[src/rtl/dring_pkg.sv]
// Shared types and constants for the descriptor ring pipe.
// Assumes a 32-bit register port and 32-bit data beats.
package dring_pkg;

    typedef enum logic [2:0] {
        E_IDLE, E_DADR, E_DCTL, E_RD, E_TX, E_RX, E_WR, E_DONE
    } eng_st_t;

    localparam int DESC_CNT_W = 16;   // byte-count field width
    localparam int BEAT_BYTES = 4;

    // register word indices
    localparam logic [3:0] RA_CTRL = 4'd0;
    localparam logic [3:0] RA_RST  = 4'd1;
    localparam logic [3:0] RA_HALT = 4'd2;
    localparam logic [3:0] RA_STAT = 4'd3;
    localparam logic [3:0] RA_IEN  = 4'd4;
    localparam logic [3:0] RA_BASE = 4'd5;
    localparam logic [3:0] RA_SIZE = 4'd6;
    localparam logic [3:0] RA_EVT  = 4'd7;
    localparam logic [3:0] RA_CONS = 4'd8;

    // control bits
    localparam int CT_EN  = 1;
    localparam int CT_DIR = 3;
    localparam int CT_SYS = 5;

    // descriptor flag bits
    localparam int FL_INT = 15;
    localparam int FL_EOT = 14;
    localparam int FL_EOB = 13;

    // status bits
    localparam int ST_DESC = 0;
    localparam int ST_OOD  = 3;
    localparam int ST_ERR  = 4;
    localparam int ST_EOT  = 5;
    localparam int ST_W    = 6;

endpackage

[src/rtl/dring_wrap.sv]
// Ring offset stepper: gives the offset of the next descriptor slot.
// Assumes the ring size is a non-zero multiple of 8.
module dring_wrap #(
    parameter int OW = 16
) (
    input  logic [OW-1:0] ofs,
    input  logic [OW-1:0] size,
    output logic [OW-1:0] nxt
);
    logic [OW:0] sum;

    // step by one descriptor, fold back to zero at the ring end
    always_comb begin
        sum = {1'b0, ofs} + (OW+1)'(8);
        nxt = (sum >= {1'b0, size}) ? '0 : sum[OW-1:0];
    end
endmodule

[src/rtl/dring_regs.sv]
// Register file of the pipe: control, pipe reset, halt, status (W1C),
// enables, ring base and size, producer offset and its validity check.
// Assumes one write per cycle; reads are combinational.
module dring_regs
    import dring_pkg::*;
#(
    parameter int AW = 32,
    parameter int OW = 16
) (
    input  logic          clk,
    input  logic          rst_n,
    input  logic          wen,
    input  logic [3:0]    addr,
    input  logic [31:0]   wdata,
    output logic [31:0]   rdata,
    input  logic [OW-1:0] cons,
    input  logic          ev_desc,
    input  logic          ev_eot,
    input  logic          ev_ood,
    output logic          soft_clr,
    output logic          ctrl_en,
    output logic          ctrl_dir,
    output logic          halt,
    output logic [AW-1:0] base,
    output logic [OW-1:0] size,
    output logic [OW-1:0] prod,
    output logic [ST_W-1:0] stat,
    output logic          irq
);
    localparam logic [5:0]      CTRL_MASK = 6'b101010;
    localparam logic [ST_W-1:0] STAT_MASK = 6'b111001;

    logic            rst_q, halt_q;
    logic [5:0]      ctrl_q;
    logic [ST_W-1:0] stat_q, ien_q, stat_set;
    logic [AW-1:0]   base_q;
    logic [OW-1:0]   size_q, prod_q;
    logic            evt_wr, evt_ok;

    assign evt_wr = wen && (addr == RA_EVT);

    // producer value must be 8-aligned and inside the ring
    assign evt_ok = (wdata[2:0] == 3'd0) && ((wdata >> OW) == '0) &&
                    (wdata[OW-1:0] < size_q);

    // status events raised this cycle
    always_comb begin
        stat_set          = '0;
        stat_set[ST_DESC] = ev_desc;
        stat_set[ST_EOT]  = ev_eot;
        stat_set[ST_OOD]  = ev_ood;
        stat_set[ST_ERR]  = evt_wr && !evt_ok;
    end

    // pipe reset register, kept apart so it can release the others
    always_ff @(posedge clk) begin
        if (!rst_n)                       rst_q <= 1'b0;
        else if (wen && addr == RA_RST)   rst_q <= wdata[0];
    end

    // all other registers, held at defaults while the pipe reset is set
    always_ff @(posedge clk) begin
        if (!rst_n || rst_q) begin
            ctrl_q <= '0; halt_q <= 1'b0; stat_q <= '0; ien_q <= '0;
            base_q <= '0; size_q <= '0; prod_q <= '0;
        end else begin
            if (wen && addr == RA_CTRL) ctrl_q <= wdata[5:0] & CTRL_MASK;
            if (wen && addr == RA_HALT) halt_q <= wdata[0];
            if (wen && addr == RA_IEN)  ien_q  <= wdata[ST_W-1:0] & STAT_MASK;
            if (wen && addr == RA_BASE) base_q <= {wdata[AW-1:3], 3'b000};
            if (wen && addr == RA_SIZE) size_q <= wdata[OW-1:0];
            if (evt_wr && evt_ok)       prod_q <= wdata[OW-1:0];
            if (wen && addr == RA_STAT)
                stat_q <= (stat_q & ~wdata[ST_W-1:0]) | stat_set;
            else
                stat_q <= stat_q | stat_set;
        end
    end

    // read multiplexer
    always_comb begin
        unique case (addr)
            RA_CTRL: rdata = 32'(ctrl_q);
            RA_RST:  rdata = 32'(rst_q);
            RA_HALT: rdata = 32'(halt_q);
            RA_STAT: rdata = 32'(stat_q);
            RA_IEN:  rdata = 32'(ien_q);
            RA_BASE: rdata = 32'(base_q);
            RA_SIZE: rdata = 32'(size_q);
            RA_EVT:  rdata = 32'(prod_q);
            RA_CONS: rdata = 32'(cons);
            default: rdata = '0;
        endcase
    end

    assign soft_clr = rst_q;
    assign ctrl_en  = ctrl_q[CT_EN];
    assign ctrl_dir = ctrl_q[CT_DIR];
    assign halt     = halt_q;
    assign base     = base_q;
    assign size     = size_q;
    assign prod     = prod_q;
    assign stat     = stat_q;
    assign irq      = |(stat_q & ien_q);
endmodule

[src/rtl/dring_engine.sv]
// Descriptor engine: fetches each descriptor, moves its buffer word by
// word in the selected direction, then advances the consumer offset.
// Assumes memory holds a request until it acknowledges, with read data
// valid in the acknowledge cycle. Halt is honoured between descriptors.
module dring_engine
    import dring_pkg::*;
#(
    parameter int AW = 32,
    parameter int OW = 16
) (
    input  logic          clk,
    input  logic          rst_n,
    input  logic          clr,
    input  logic          en,
    input  logic          dir,
    input  logic          halt,
    input  logic [AW-1:0] base,
    input  logic [OW-1:0] size,
    input  logic [OW-1:0] prod,
    output logic [OW-1:0] cons,
    output logic          idle,
    output logic          ev_desc,
    output logic          ev_eot,
    output logic          ev_ood,
    output logic          mem_req,
    output logic          mem_we,
    output logic [AW-1:0] mem_addr,
    output logic [31:0]   mem_wdata,
    input  logic          mem_ack,
    input  logic [31:0]   mem_rdata,
    output logic          tx_valid,
    input  logic          tx_ready,
    output logic [31:0]   tx_data,
    output logic          tx_last,
    input  logic          rx_valid,
    output logic          rx_ready,
    input  logic [31:0]   rx_data
);
    localparam int BW = DESC_CNT_W - 1;   // beat counter width

    eng_st_t          st;
    logic [OW-1:0]    cons_q, nxt_ofs;
    logic [AW-1:0]    buf_addr;
    logic [15:0]      flags;
    logic [BW-1:0]    beats;
    logic [31:0]      data_q;
    logic             dir_q;
    logic [DESC_CNT_W:0] cnt_p3;

    dring_wrap #(.OW(OW)) u_wrap (.ofs(cons_q), .size(size), .nxt(nxt_ofs));

    // rounded-up beat count of the descriptor word being fetched
    assign cnt_p3 = {1'b0, mem_rdata[DESC_CNT_W-1:0]} + (DESC_CNT_W+1)'(BEAT_BYTES-1);

    // output decode from state
    always_comb begin
        mem_req   = (st == E_DADR) || (st == E_DCTL) || (st == E_RD) || (st == E_WR);
        mem_we    = (st == E_WR);
        unique case (st)
            E_DADR:     mem_addr = base + AW'(cons_q);
            E_DCTL:     mem_addr = base + AW'(cons_q) + AW'(4);
            E_RD, E_WR: mem_addr = buf_addr;
            default:    mem_addr = '0;
        endcase
        mem_wdata = data_q;
        tx_valid  = (st == E_TX);
        tx_data   = data_q;
        tx_last   = (st == E_TX) && (beats == BW'(1)) && (flags[FL_EOB] || flags[FL_EOT]);
        rx_ready  = (st == E_RX);
        ev_desc   = (st == E_DONE) && flags[FL_INT];
        ev_eot    = (st == E_DONE) && flags[FL_EOT];
        ev_ood    = (st == E_DONE) && (nxt_ofs == prod);
        idle      = (st == E_IDLE);
    end

    // descriptor sequencing
    always_ff @(posedge clk) begin
        if (!rst_n || clr) begin
            st <= E_IDLE; cons_q <= '0; buf_addr <= '0; flags <= '0;
            beats <= '0; data_q <= '0; dir_q <= 1'b0;
        end else begin
            unique case (st)
                E_IDLE: if (en && !halt && cons_q != prod) st <= E_DADR;
                E_DADR: if (mem_ack) begin
                    buf_addr <= mem_rdata[AW-1:0];
                    st       <= E_DCTL;
                end
                E_DCTL: if (mem_ack) begin
                    flags <= mem_rdata[31:16];
                    beats <= cnt_p3[DESC_CNT_W:2];
                    dir_q <= dir;
                    if (mem_rdata[DESC_CNT_W-1:0] == '0) st <= E_DONE;
                    else if (dir)                        st <= E_RX;
                    else                                 st <= E_RD;
                end
                E_RD: if (mem_ack) begin
                    data_q <= mem_rdata;
                    st     <= E_TX;
                end
                E_TX: if (tx_ready) begin
                    beats    <= beats - BW'(1);
                    buf_addr <= buf_addr + AW'(BEAT_BYTES);
                    st       <= (beats == BW'(1)) ? E_DONE : E_RD;
                end
                E_RX: if (rx_valid) begin
                    data_q <= rx_data;
                    st     <= E_WR;
                end
                E_WR: if (mem_ack) begin
                    beats    <= beats - BW'(1);
                    buf_addr <= buf_addr + AW'(BEAT_BYTES);
                    st       <= (beats == BW'(1)) ? E_DONE : E_RX;
                end
                E_DONE: begin
                    cons_q <= nxt_ofs;
                    st     <= E_IDLE;
                end
                default: st <= E_IDLE;
            endcase
        end
    end

    assign cons = cons_q;
endmodule

[src/rtl/dring_pipe.sv]
// Top of the descriptor ring DMA pipe: joins the register file and the
// descriptor engine. Assumes one pipe per instance and no arbitration.
module dring_pipe
    import dring_pkg::*;
#(
    parameter int AW = 32,
    parameter int OW = 16
) (
    input  logic          clk,
    input  logic          rst_n,
    input  logic          reg_wen,
    input  logic [3:0]    reg_addr,
    input  logic [31:0]   reg_wdata,
    output logic [31:0]   reg_rdata,
    output logic          mem_req,
    output logic          mem_we,
    output logic [AW-1:0] mem_addr,
    output logic [31:0]   mem_wdata,
    input  logic          mem_ack,
    input  logic [31:0]   mem_rdata,
    output logic          tx_valid,
    input  logic          tx_ready,
    output logic [31:0]   tx_data,
    output logic          tx_last,
    input  logic          rx_valid,
    output logic          rx_ready,
    input  logic [31:0]   rx_data,
    output logic          irq
);
    logic            soft_clr, ctrl_en, ctrl_dir, halt_on, eng_idle;
    logic            ev_desc, ev_eot, ev_ood;
    logic [AW-1:0]   ring_base;
    logic [OW-1:0]   ring_size, prod_ofs, cons_ofs;
    logic [ST_W-1:0] stat_bits;

    dring_regs #(.AW(AW), .OW(OW)) u_regs (
        .clk(clk), .rst_n(rst_n), .wen(reg_wen), .addr(reg_addr),
        .wdata(reg_wdata), .rdata(reg_rdata), .cons(cons_ofs),
        .ev_desc(ev_desc), .ev_eot(ev_eot), .ev_ood(ev_ood),
        .soft_clr(soft_clr), .ctrl_en(ctrl_en), .ctrl_dir(ctrl_dir),
        .halt(halt_on), .base(ring_base), .size(ring_size),
        .prod(prod_ofs), .stat(stat_bits), .irq(irq)
    );

    dring_engine #(.AW(AW), .OW(OW)) u_eng (
        .clk(clk), .rst_n(rst_n), .clr(soft_clr), .en(ctrl_en),
        .dir(ctrl_dir), .halt(halt_on), .base(ring_base), .size(ring_size),
        .prod(prod_ofs), .cons(cons_ofs), .idle(eng_idle),
        .ev_desc(ev_desc), .ev_eot(ev_eot), .ev_ood(ev_ood),
        .mem_req(mem_req), .mem_we(mem_we), .mem_addr(mem_addr),
        .mem_wdata(mem_wdata), .mem_ack(mem_ack), .mem_rdata(mem_rdata),
        .tx_valid(tx_valid), .tx_ready(tx_ready), .tx_data(tx_data),
        .tx_last(tx_last), .rx_valid(rx_valid), .rx_ready(rx_ready),
        .rx_data(rx_data)
    );
endmodule

[config.mk]
export PLATFORM = sky130hd
export DESIGN_NAME = dring_pipe
export DESIGN_NICKNAME = d
export VERILOG_FILES = /design/src/rtl/dring_pkg.sv /design/src/rtl/dring_wrap.sv /design/src/rtl/dring_regs.sv /design/src/rtl/dring_engine.sv /design/src/rtl/dring_pipe.sv
export SDC_FILE = /design/constraint.sdc
export NUM_CORES = 1
export LEC_CHECK = 0
export BUFFER_PORTS_ARGS = -buffer_cell sky130_fd_sc_hd__buf_2
export CELL_PAD_IN_SITES_DETAIL_PLACEMENT = 0
export CELL_PAD_IN_SITES_GLOBAL_PLACEMENT = 1
export CORE_UTILIZATION = 45
export CTS_BUF_LIST = sky130_fd_sc_hd__clkbuf_4 sky130_fd_sc_hd__clkbuf_8
export DETAILED_ROUTE_END_ITERATION = 10
export HOLD_SLACK_MARGIN = 0.08
export PLACE_DENSITY = 0.88
export SETUP_SLACK_MARGIN = 0.15
export SYNTH_ARGS = -nofsm -noshare
export SYNTH_HDL_FRONTEND = slang
export SYNTH_SLANG_ARGS = --single-unit
[constraint.sdc]
create_clock -name clk -period 6.83 [get_ports clk]
set_clock_uncertainty 0.1 [all_clocks]
set_input_delay 1.7075 -clock clk [delete_from_list [all_inputs] [get_ports clk]]
set_output_delay 1.7075 -clock clk [all_outputs]
set_load 0.05 [all_outputs]
==> impl_metrics.yaml <==
cells_and_area:
  final_area_um2: 14600
  fillers: 2983
  final_net_count: 2109
  drive_gt1_share_pct: 17.8
  diodes: 0
  syn_to_final_growth_pct: 10.7
synthesis:
  synthArstFlopShare_pct: 0
  synthAdderAreaFrac_pct: 4.79
  synth.distinct_cells: 96
  synth_top_family_by_area: "simple AND/OR/NAND/NOR gates"
  yosys.area_share.simple_pct: 28.3
  synth_xor_area_share_pct: 5.83
  synth_mux_area_share_pct: 2.51
  ys_ff_latch: 177
  synth_edf_count: 0
  yosys.area.top_type_share_pct: 26.8
  synth_nets: 1993
  synth_seq_area_share_pct: 26.8
  synthTopCellsByArea: "dfxtp_1, nand2_1, a21oi_1"
  ys_top_cells_by_count: "nand2_1, dfxtp_1, a21oi_1, nor2_1, o21ai_0"
  synth_top_area_cell: "dfxtp_1"
  synth_compound_area_share_pct: 24.3
  synth.avg_cell_area_um2: 7.19
  ys_warn_count: 0
  syn_area_um2: 13200
  yosysMostFrequentCell: "nand2_1"
  netlist_instances: 1837
  synthFlopType: "dfxtp_1"
clock_network:
  clkSlewWorstSetupHoldPaths_ns: 0.10
  cts_tree: "built"
  ctsHoldBuffers: 0
  h-tree-depth: 4
  clkLatencyLatePin_ns: 0.48
  cts-root-buf: "clkbuf_8"
  clockBufferDepth: 2
  cts_buffers: 17
  cts_resized: 0
  cts.sinks: 177
  post-cts-setup-buffers: 0
floorplan:
  initial_core_util_pct: 45.9
  ioPinCount: 240
  fp-row-count: 62
  dieArea_um2: 30100
  die_h_um: 173
  dieWidth_um: 173
  fp.coreArea_um2: 28800
routing:
  wirelength_mm: 44.6
  routedWlPerCell_um: 19.0
  routed-via-count: 13958
  final_antenna_net_count: 0
  drc_errors: 0
  routed_via_density: 5.94
  drt_iter0_drc: 1493
  first_pass_iters: 5
critical_path:
  path_depth: 13
  critPathLaunchType: "register"
  cp-end-kind: "primary output"
  critPathCapture: "mem_addr[25]"
  cpPeakStageDelay_ns: 0.52
  r2r_cells: 14
  cp_max_fo: 9
  rr_startpoint: "u_eng.cons[6]$_SDFFE_PP0N_"
  critPathRequiredTime_ns: 5.02
  critPathTopFamily: "simple AND/OR/NAND/NOR gates"
  crit_type: "reg2out"
  worst_path_max_delay_cell: "dfxtp_1"
  r2r_slack_ns: 2.13
  crit_arrival_ns: 4.47
  rr_endpoint: "u_regs.stat[3]$_SDFF_PP0_"
  cp.buffers_inverters: 2
  crit_start: "u_eng.cons[3]$_SDFFE_PP0N_"
  path_cells: "ha_1 > inv_1 > fa_1 > nor2b_1 > o31ai_2 > a21oi_2 > xor2_1 > nand4_2 > nor3_1 > nand4b_2 > or3_1 > nand3_1 > buf_2"
place:
  portBuffers: 239
  postPlaceCellArea_um2: 14300
  globalplace.congestion: 0.934
  place_hpwl_mm: 33.3
  pre_cts_ws_ns: 1.07
timing:
  grt_setup_unrepaired: "no"
  setup_violations: 0
  setup_tns_ns: 0
  hold_viol: 0
  post-route-period-util_pct: 92.0
  max_slew_margin_pct: 17.4
  whs_ns: 0.338
  setup_slack_ns: 0.549
  min_period_ns: 6.28
  worstMarginPinSlew_ns: 1.24
  max_freq_ghz: 0.159
  drv_slew: 0
power:
  p_sw_uw: 557
  power_frac_seq_pct: 52.5
  swShare_pct: 28.1
  clkPwrFrac_pct: 38.7
  pwr-share-comb_pct: 8.8
  cellLeakagePower_nw: 5.71
  irDropWorstVdd_mv: 0.0846
  p_per_area_nw_per_um2: 136
  intPower_mw: 1.43
run_status:
  run_status: "complete, no violations"
min_path:
  min-delay-start: "u_regs.stat[2]$_SDFFE_PP0P_"
  hp-class: "reg2reg"
global_routing:
  grt_start_max_net_pins: 83
  grtUsageTotal_pct: 29.1
  grt_remaining_overflow: 0
  grt_pass1_wl_mm: 70.6
  grt_pass1_vias: 12751
  grt_antenna_before_repair: 0
run:
  maxCapViolCount: 0
==> stage by stage <==
stage / power, mW / util, % / cells
after global routing: 2.05 / 50.8 / 2349
after detailed placement: 1.24 / 49.5 / 2318
after floorplan: 1.15 / - / 1837
after CTS: 1.99 / 50.8 / 2349
after global placement: 1.24 / 49.5 / 2318
final: 1.99 / 50.8 / 2349
==> registers in the layout, summed over array words and instances (netlist names), 6 cells and up <==
name,count
u_eng.buf_addr,32
u_regs.size,16
u_regs.stat,6
u_eng.cons,16
u_regs.base,29
u_eng.beats,15
u_eng.mem_wdata,32
u_regs.prod,16
==> worst min-delay path, delay by kind of cell (launching register included) <==
kind	cells	cell delay (ns)
AOI/OAI and AO/OA	1	0.03
and+or+nand+nor	1	0.05
DFF	1	0.32
==> power groups by stage <==
| stage | registers, mW | logic, mW | clock network (mW) |
|---|---|---|---|
| floorplan | 1.06 | 0.0921 | 0 |
| global placement | 1.07 | 0.171 | 0 |
| detailed placement | 1.07 | 0.172 | 0 |
| CTS | 1.04 | 0.173 | 0.773 |
| global route | 1.04 | 0.190 | 0.816 |
| finish | 1.04 | 0.175 | 0.769 |
==> cells in the final DEF (no fill, tap or decap), types with 5 or more instances in the layout <==
master	n
nand2_1	340
buf_2	239
dfxtp_1	177
a21oi_1	147
nor2_1	143
o21ai_0	105
nand3_1	72
xnor2_1	53
inv_1	52
ha_1	49
a22oi_1	41
nor3_1	38
and2_1	37
xor2_1	35
a311oi_1	33
nand4_1	25
nor4_1	24
and3_1	21
o22ai_1	20
clkbuf_8	17
a31oi_1	16
a21o_1	15
mux2i_1	14
buf_4	14
nor2b_1	13
a211oi_1	13
mux2_2	13
o31ai_1	11
o211ai_1	10
o21a_1	9
a221oi_1	9
nand3b_1	7
or4_1	7
or3_1	7
nor3b_1	6
or2_2	6
nand2b_1	5
and4_1	5
==> kinds of logic after synthesis <==
group           after synthesis
simple gates                791
xor+xnor                     88
buf+inv                     209
compound gates              493
mux                          29
flops                       177
fa+ha+maj                    50
==> worst min-delay path by stage <==
stage / endpoint / slack (ns) / cells past startpoint
floorplan: u_regs.stat[1]$_SDFFE_PP0P_ / 0.31 / 2
detailed placement: u_regs.stat[2]$_SDFFE_PP0P_ / 0.32 / 2
global placement: u_regs.stat[1]$_SDFFE_PP0P_ / 0.32 / 2
finish: u_regs.stat[2]$_SDFFE_PP0P_ / 0.34 / 2
global route: u_regs.stat[2]$_SDFFE_PP0P_ / 0.37 / 2
CTS: u_regs.stat[2]$_SDFFE_PP0P_ / 0.34 / 2
==> layout make-up <==
type | count | area (um^2) | area share, %
Sequential cell | 177 | 3540 | 24.2
Clock buffer | 19 | 249 | 1.70
Multi-Input combinational cell | 1451 | 8730 | 59.6
Clock inverter | 12 | 133 | 0.906
Inverter | 53 | 199 | 1.36
Timing Repair Buffer | 253 | 1300 | 8.89
Tap cell | 384 | 480 | 3.28
==> layer usage <==
layer	routed length, um	track usage [%]	up-vias
li1	-	-	6759
met1	19900	38.2	6595
met2	20600	48.0	529
met3	2620	4.25	75
met4	1480	11.1	0
met5	0	0	-
(Power assumes the default switching activity.)
